<file path="config.mk">
export PLATFORM = sky130hd
export DESIGN_NAME = mc_datapath
export DESIGN_NICKNAME = d
export VERILOG_FILES = /design/src/rtl/mc_pkg.sv /design/src/rtl/mc_alu.sv /design/src/rtl/mc_regfile.sv /design/src/rtl/mc_datapath.sv
export SDC_FILE = /design/constraint.sdc
export NUM_CORES = 2
export LEC_CHECK = 0
export BUFFER_PORTS_ARGS = -buffer_cell sky130_fd_sc_hd__buf_2
export CAP_MARGIN = 25
export CELL_PAD_IN_SITES_DETAIL_PLACEMENT = 0
export CELL_PAD_IN_SITES_GLOBAL_PLACEMENT = 1
export CORE_UTILIZATION = 45
export DETAILED_ROUTE_END_ITERATION = 12
export PLACE_DENSITY = 0.78
export SETUP_SLACK_MARGIN = 0.05
export SLEW_MARGIN = 40
export SYNTH_ARGS = -nofsm -noshare
export SYNTH_HDL_FRONTEND = slang
export SYNTH_SLANG_ARGS = --single-unit
</file>
<file path="constraint.sdc">
create_clock -name clk -period 5.05 [get_ports clk]
set_input_delay 0.2525 -clock clk [delete_from_list [all_inputs] [get_ports clk]]
set_output_delay 0.2525 -clock clk [all_outputs]
set_load 0.005 [all_outputs]
</file>
<file path="src/rtl/mc_pkg.sv">
package mc_pkg;
  typedef enum logic [2:0] {
    ALU_ADD = 3'd0,
    ALU_SUB = 3'd1,
    ALU_AND = 3'd2,
    ALU_OR  = 3'd3,
    ALU_SLT = 3'd4,
    ALU_NOR = 3'd5
  } alu_op_e;

  typedef enum logic [1:0] {
    BSRC_REG  = 2'd0,
    BSRC_FOUR = 2'd1,
    BSRC_IMM  = 2'd2,
    BSRC_IMM4 = 2'd3
  } b_src_e;

  typedef enum logic [1:0] {
    PSRC_ALU  = 2'd0,
    PSRC_RES  = 2'd1,
    PSRC_JUMP = 2'd2,
    PSRC_RSVD = 2'd3
  } pc_src_e;
endpackage

</file>
<file path="src/rtl/mc_alu.sv">
module mc_alu
  import mc_pkg::*;
#(
  parameter int W = 32
) (
  input  alu_op_e        op,
  input  logic [W-1:0]   a,
  input  logic [W-1:0]   b,
  output logic [W-1:0]   y,
  output logic           zero
);
  always_comb begin
    unique case (op)
      ALU_SUB: y = a - b;
      ALU_AND: y = a & b;
      ALU_OR:  y = a | b;
      ALU_SLT: y = {{(W-1){1'b0}}, ($signed(a) < $signed(b))};
      ALU_NOR: y = ~(a | b);
      default: y = a + b;
    endcase
  end

  assign zero = (y == '0);
endmodule

</file>
<file path="src/rtl/mc_regfile.sv">
module mc_regfile #(
  parameter int W     = 32,
  parameter int DEPTH = 32,
  parameter int NRD   = 2,
  localparam int AW   = $clog2(DEPTH)
) (
  input  logic                     clk,
  input  logic                     we,
  input  logic [AW-1:0]            waddr,
  input  logic [W-1:0]             wdata,
  input  logic [NRD-1:0][AW-1:0]   raddr,
  output logic [NRD-1:0][W-1:0]    rdata
);
  // One bank per read port, each written identically, so every bank is
  // a simple one-write/one-read RAM with a registered read.
  for (genvar p = 0; p < NRD; p++) begin : g_bank
    logic [W-1:0]  bank [DEPTH];
    logic [W-1:0]  q;
    logic [AW-1:0] ra_q;

    always_ff @(posedge clk) begin
      if (we && (waddr != '0)) bank[waddr] <= wdata;
      q    <= bank[raddr[p]];
      ra_q <= raddr[p];
    end

    assign rdata[p] = (ra_q == '0) ? '0 : q;
  end
endmodule

</file>
<file path="src/rtl/mc_datapath.sv">
module mc_datapath
  import mc_pkg::*;
#(
  parameter int          XLEN     = 32,
  parameter int          REG_CNT  = 32,
  parameter logic [31:0] RESET_PC = 32'h0000_0000
) (
  input  logic        clk,
  input  logic        rst,
  input  logic        ctl_ir_wr,
  input  logic        ctl_pc_wr,
  input  logic        ctl_pc_wr_cond,
  input  logic        ctl_addr_sel,
  input  logic        ctl_mem_wr,
  input  logic        ctl_rf_wr,
  input  logic        ctl_rf_dst_sel,
  input  logic        ctl_rf_src_sel,
  input  logic        ctl_alu_a_sel,
  input  logic [1:0]  ctl_alu_b_sel,
  input  logic [2:0]  ctl_alu_op,
  input  logic [1:0]  ctl_pc_src,
  input  logic [31:0] mem_rdata,
  output logic [31:0] mem_addr,
  output logic [31:0] mem_wdata,
  output logic        mem_we,
  output logic [5:0]  ir_opcode,
  output logic [5:0]  ir_funct,
  output logic        alu_zero
);
  localparam int RA_W  = $clog2(REG_CNT);
  localparam int IMM_W = 16;
  localparam int JMP_W = 26;
  localparam int TOP_W = XLEN - JMP_W - 2;

  logic [XLEN-1:0] pc_q, ir_q, mdr_q, res_q;
  logic [XLEN-1:0] a_q, b_q;
  logic [XLEN-1:0] alu_a, alu_b, alu_y;
  logic [XLEN-1:0] imm_sx, imm_sh, jmp_tgt, pc_next, rf_wdata;
  logic [RA_W-1:0] rf_waddr;
  logic [1:0][RA_W-1:0] rf_raddr;
  logic [1:0][XLEN-1:0] rf_rdata;
  logic            pc_en;

  // Immediate forms and jump target
  assign imm_sx  = {{(XLEN-IMM_W){ir_q[IMM_W-1]}}, ir_q[IMM_W-1:0]};
  assign imm_sh  = imm_sx << 2;
  assign jmp_tgt = {pc_q[XLEN-1 -: TOP_W], ir_q[JMP_W-1:0], 2'b00};

  // ALU operand selection
  assign alu_a = ctl_alu_a_sel ? a_q : pc_q;

  always_comb begin
    unique case (b_src_e'(ctl_alu_b_sel))
      BSRC_FOUR: alu_b = XLEN'(4);
      BSRC_IMM:  alu_b = imm_sx;
      BSRC_IMM4: alu_b = imm_sh;
      default:   alu_b = b_q;
    endcase
  end

  mc_alu #(.W(XLEN)) i_alu (
    .op   (alu_op_e'(ctl_alu_op)),
    .a    (alu_a),
    .b    (alu_b),
    .y    (alu_y),
    .zero (alu_zero)
  );

  // PC update
  assign pc_en = ctl_pc_wr | (ctl_pc_wr_cond & alu_zero);

  always_comb begin
    unique case (pc_src_e'(ctl_pc_src))
      PSRC_RES:  pc_next = res_q;
      PSRC_JUMP: pc_next = jmp_tgt;
      default:   pc_next = alu_y;
    endcase
  end

  always_ff @(posedge clk) begin
    if (rst) begin
      pc_q  <= RESET_PC;
      ir_q  <= '0;
      mdr_q <= '0;
      res_q <= '0;
    end else begin
      if (pc_en)     pc_q <= pc_next;
      if (ctl_ir_wr) ir_q <= mem_rdata;
      mdr_q <= mem_rdata;
      res_q <= alu_y;
    end
  end

  // Register file; its registered read outputs serve as A and B
  assign rf_raddr[0] = ir_q[21 +: RA_W];
  assign rf_raddr[1] = ir_q[16 +: RA_W];
  assign rf_waddr    = ctl_rf_dst_sel ? ir_q[11 +: RA_W] : ir_q[16 +: RA_W];
  assign rf_wdata    = ctl_rf_src_sel ? mdr_q : res_q;

  mc_regfile #(.W(XLEN), .DEPTH(REG_CNT), .NRD(2)) i_regfile (
    .clk   (clk),
    .we    (ctl_rf_wr),
    .waddr (rf_waddr),
    .wdata (rf_wdata),
    .raddr (rf_raddr),
    .rdata (rf_rdata)
  );

  assign a_q = rf_rdata[0];
  assign b_q = rf_rdata[1];

  // Memory port and decode outputs
  assign mem_addr  = ctl_addr_sel ? res_q : pc_q;
  assign mem_wdata = b_q;
  assign mem_we    = ctl_mem_wr;
  assign ir_opcode = ir_q[31:26];
  assign ir_funct  = ir_q[5:0];

  // instruction register holds unless loaded
  a_r2_ir_hold: assert property (@(posedge clk) disable iff (rst)
    !ctl_ir_wr |=> $stable(ir_q));

  // load takes the memory word
  a_r2_ir_load: assert property (@(posedge clk) disable iff (rst)
    ctl_ir_wr |=> (ir_q == $past(mem_rdata)));

  // no enable, no PC change
  a_r8_pc_hold: assert property (@(posedge clk) disable iff (rst)
    (!ctl_pc_wr && !(ctl_pc_wr_cond && alu_zero)) |=> $stable(pc_q));

  // jump keeps upper PC bits and lands word aligned
  a_r9_jump_tgt: assert property (@(posedge clk) disable iff (rst)
    (ctl_pc_wr && (ctl_pc_src == 2'd2)) |=>
      ((pc_q[1:0] == 2'b00) && (pc_q[31:28] == $past(pc_q[31:28]))));

  // register 0 reads back as zero
  a_r7_zero_reg: assert property (@(posedge clk) disable iff (rst)
    (rf_raddr[0] == '0) |=> (a_q == '0));

  // memory data register follows the memory every cycle
  a_r5_mdr_load: assert property (@(posedge clk) disable iff (rst)
    1'b1 |=> (mdr_q == $past(mem_rdata)));
endmodule

</file>
==> reports/metrics.cfg <==
[floorplan]
core_mm2=0.134
fp.dieArea_mm2=0.137
die_h_um=371
die-width_um=371
start_util_pct=45.6
row_count=134
ios=128

[detailed_routing]
wl_per_cell_um=30.8
drc=0
drt-vias-per-instance=6.38
routed_wl_um=191000
ant_nets=0
vias=39700
dr.pass1.iters=6
drt_first_iter_violations=4690

[run_status]
violations=setup timing
outcome=finished, violations left

[synth]
synth.lib_cells_used.distinct=97
synth-edff-count=1024
yosysSeqAreaShare_pct=56.9
yosys_warnings=0
synth.area.top_cells=edfxtp_1, mux4_2, dfxtp_1, mux2_2, ha_1
yosys-top-cells-count=edfxtp_1, mux4_2, dfxtp_1
synth_seq_cells=1226
avgSynthCellArea_um2=16.2
synth_flop_cell=edfxtp_1
synthArstFlopShare_pct=0
synth_top_cell_area_share_pct=50.3
yosys.area.top_type=edfxtp_1
syn_inst=3770
yosysMostFrequentCell=edfxtp_1
mappedNetlistArea_mm2=0.0612

[global_routing]
grt_overflow=0
grt_pass1_wl_um=277000
grt_max_degree=90
antenna_found_initial=7
grt_use_total_pct=28.0
first_global_vias=39700

[setup_path]
critical-path-max-stage-delay_ns=0.54
crit_slowest_cell=or4b_4
cp_max_fo=13
crit_required_ns=4.80
crit_type=flip-flop to output pin
cpMostUsedCell=buf_4
worstPathArrival_ns=5.85
worstSetupEndpointType=output pin
crit_family=simple AND/OR/NAND/NOR gates
worstPathCellList=or4_4 -> or2_4 -> buf_4 -> and2_1 -> a22o_1 -> ha_1 -> buf_4 -> nor3_1 -> buf_4 -> o21ai_0 -> nor2_1 -> or4b_4 -> a21o_1 -> o221ai_2 -> mux2i_1 -> and4b_1 -> nand4_1 -> and4b_2 -> and4_1 -> buf_2
path_buf_inv=4
setup.worst_path.start_class=flip-flop

[cts]
numCtsBuffers=118
root_buffer=clkbuf_16
clk_path_buf_depth=3
clk-insertion-delay-late_ns=0.74
cts.sinks=1226
clk_pin_slew_ns=0.07
h-tree-depth=3
cts_tree=built

[job]
drv_cap=0

[timing]
rsz0062_at_grt=yes
fin_crit_sh_pct=121
hold_viol=0
finClkSkew_ns=0.0352
fin_crit_ns=6.11
setup_ws_ns=-1.06
worst_slew_pin_slew_ns=0.884
timing.fmax_ghz=0.164
slew_viol_final=0
timing.hold.ws_ns=0.160
slew_headroom_pct=41.1
finalSetupViolCount=33

[pwr]
powerDensity_mw_per_mm2=354
irDropWorstVdd_mv=0.288
total_power_w=0.0257
leakagePower_nw=24.7

[place]
place_congestion=0.991
io_buffers=125
dp_hpwl_um=126000
placed_cell_area_mm2=0.0679

[final_layout]
final_nets=4482
fin_area_mm2=0.0726
fill_cells=10600
syn2layout_area_growth_pct=18.6
drive_above_1_share_pct=39.3

[min_path]
hp-class=input port to flip-flop

==> through the flow <==
| stage | instances | setup slack (ns) | TNS (ns) | util (%) |
|---|---|---|---|---|
| 2_1_floorplan | 3801 | -0.223 | -5.05 | - |
| 3_3_place_gp | 5927 | -0.969 | -29.96 | 50.4 |
| 3_5_place_dp | 5942 | -0.921 | -28.28 | 50.6 |
| 4_1_cts | 6220 | -1.06 | -20.30 | 54.1 |
| 5_1_grt | 6223 | -1.19 | -30.60 | 54.1 |
| 6_report | 6225 | -1.06 | -24.32 | 54.1 |
==> tightest hold or removal path, stage by stage <==
cell	delay, ns
buf_2	0.11
and4_1	0.18
buf_4	0.17
nand3_1	0.08
nand3_1	0.06
==> sequential cells by signal, indices dropped and copies added (netlist names) <==
register and cells:
i_regfile.g_bank.ra_q 10, i_regfile.g_bank.q 64, mdr_q 32, ir_q 32, i_regfile.g_bank.bank 1024, res_q 32
pc_q 32
==> area by class of cell <==
class	count	area (um2)	area share, %
Antenna cell	2	5.00	0.00690
Clock buffer	136	3020	4.16
Clock inverter	87	785	1.08
Inverter	122	458	0.631
Multi-Input combinational cell	2166	25500	35.1
Sequential cell	1226	34800	48.0
Tap cell	1768	2210	3.05
Timing Repair Buffer	718	5810	8.01
==> kinds of logic after synthesis <==
| kind of cell | share of synthesized area [%] |
|---|---|
| DFF | 56.9 |
| muxes | 27.2 |
| and+or+nand+nor | 4.87 |
| AOI/OAI and AO/OA | 6.37 |
| buffers and inverters | 2.68 |
| adders and majority gates | 1.66 |
| xor gates and xnor gates | 0.329 |
| other | 0.00613 |
==> placed cells by master (no fill, tap or decap), drive strengths merged, types with 45 or more instances in the layout <==
master / instances
a21oi: 120
buf: 681
clkbuf: 136
clkinv: 63
dfxtp: 202
edfxtp: 1024
ha: 78
inv: 128
mux2: 134
mux2i: 71
mux4: 641
nand2: 167
nor2: 197
nor2b: 45
o21ai: 131
==> where the power goes <==
part           internal [W]  total [W]  switching (W)
Sequential           0.0114     0.0117       0.000239
Combinational       0.00240    0.00524        0.00284
Clock               0.00490    0.00876        0.00386
==> worst paths after layout <==
path	start	endpoint	slack (ns)	depth (start not counted)
min	ctl_pc_wr_cond	pc_q[29]	0.16	5
max	i_regfile.g_bank[1].ra_q[4]	alu_zero	-1.06	20
min reg2reg	pc_q[18]	pc_q[18]	0.48	2
max reg2reg	i_regfile.g_bank[1].ra_q[4]	pc_q[1]	-0.83	24
==> layer usage <==
metal	up-vias	wire, um	track usage (%)
li1	16500	-	-
met1	20600	73200	37.7
met2	2187	92600	45.6
met3	383	17700	4.29
met4	4	7910	11.0
met5	-	27	0
==> repair_timing <==
item / in CTS / in global routing
hold endpoints to repair: 76 / 0
cloned: 2 / 0
setup endpoints to repair: 34 / 37
gates resized for setup: 48 / 19
hold buffers: 37 / 0
pin swaps: 24 / 5
buffers inserted: 16 / 4
No activity file was read; power rests on OpenSTA's default activity.
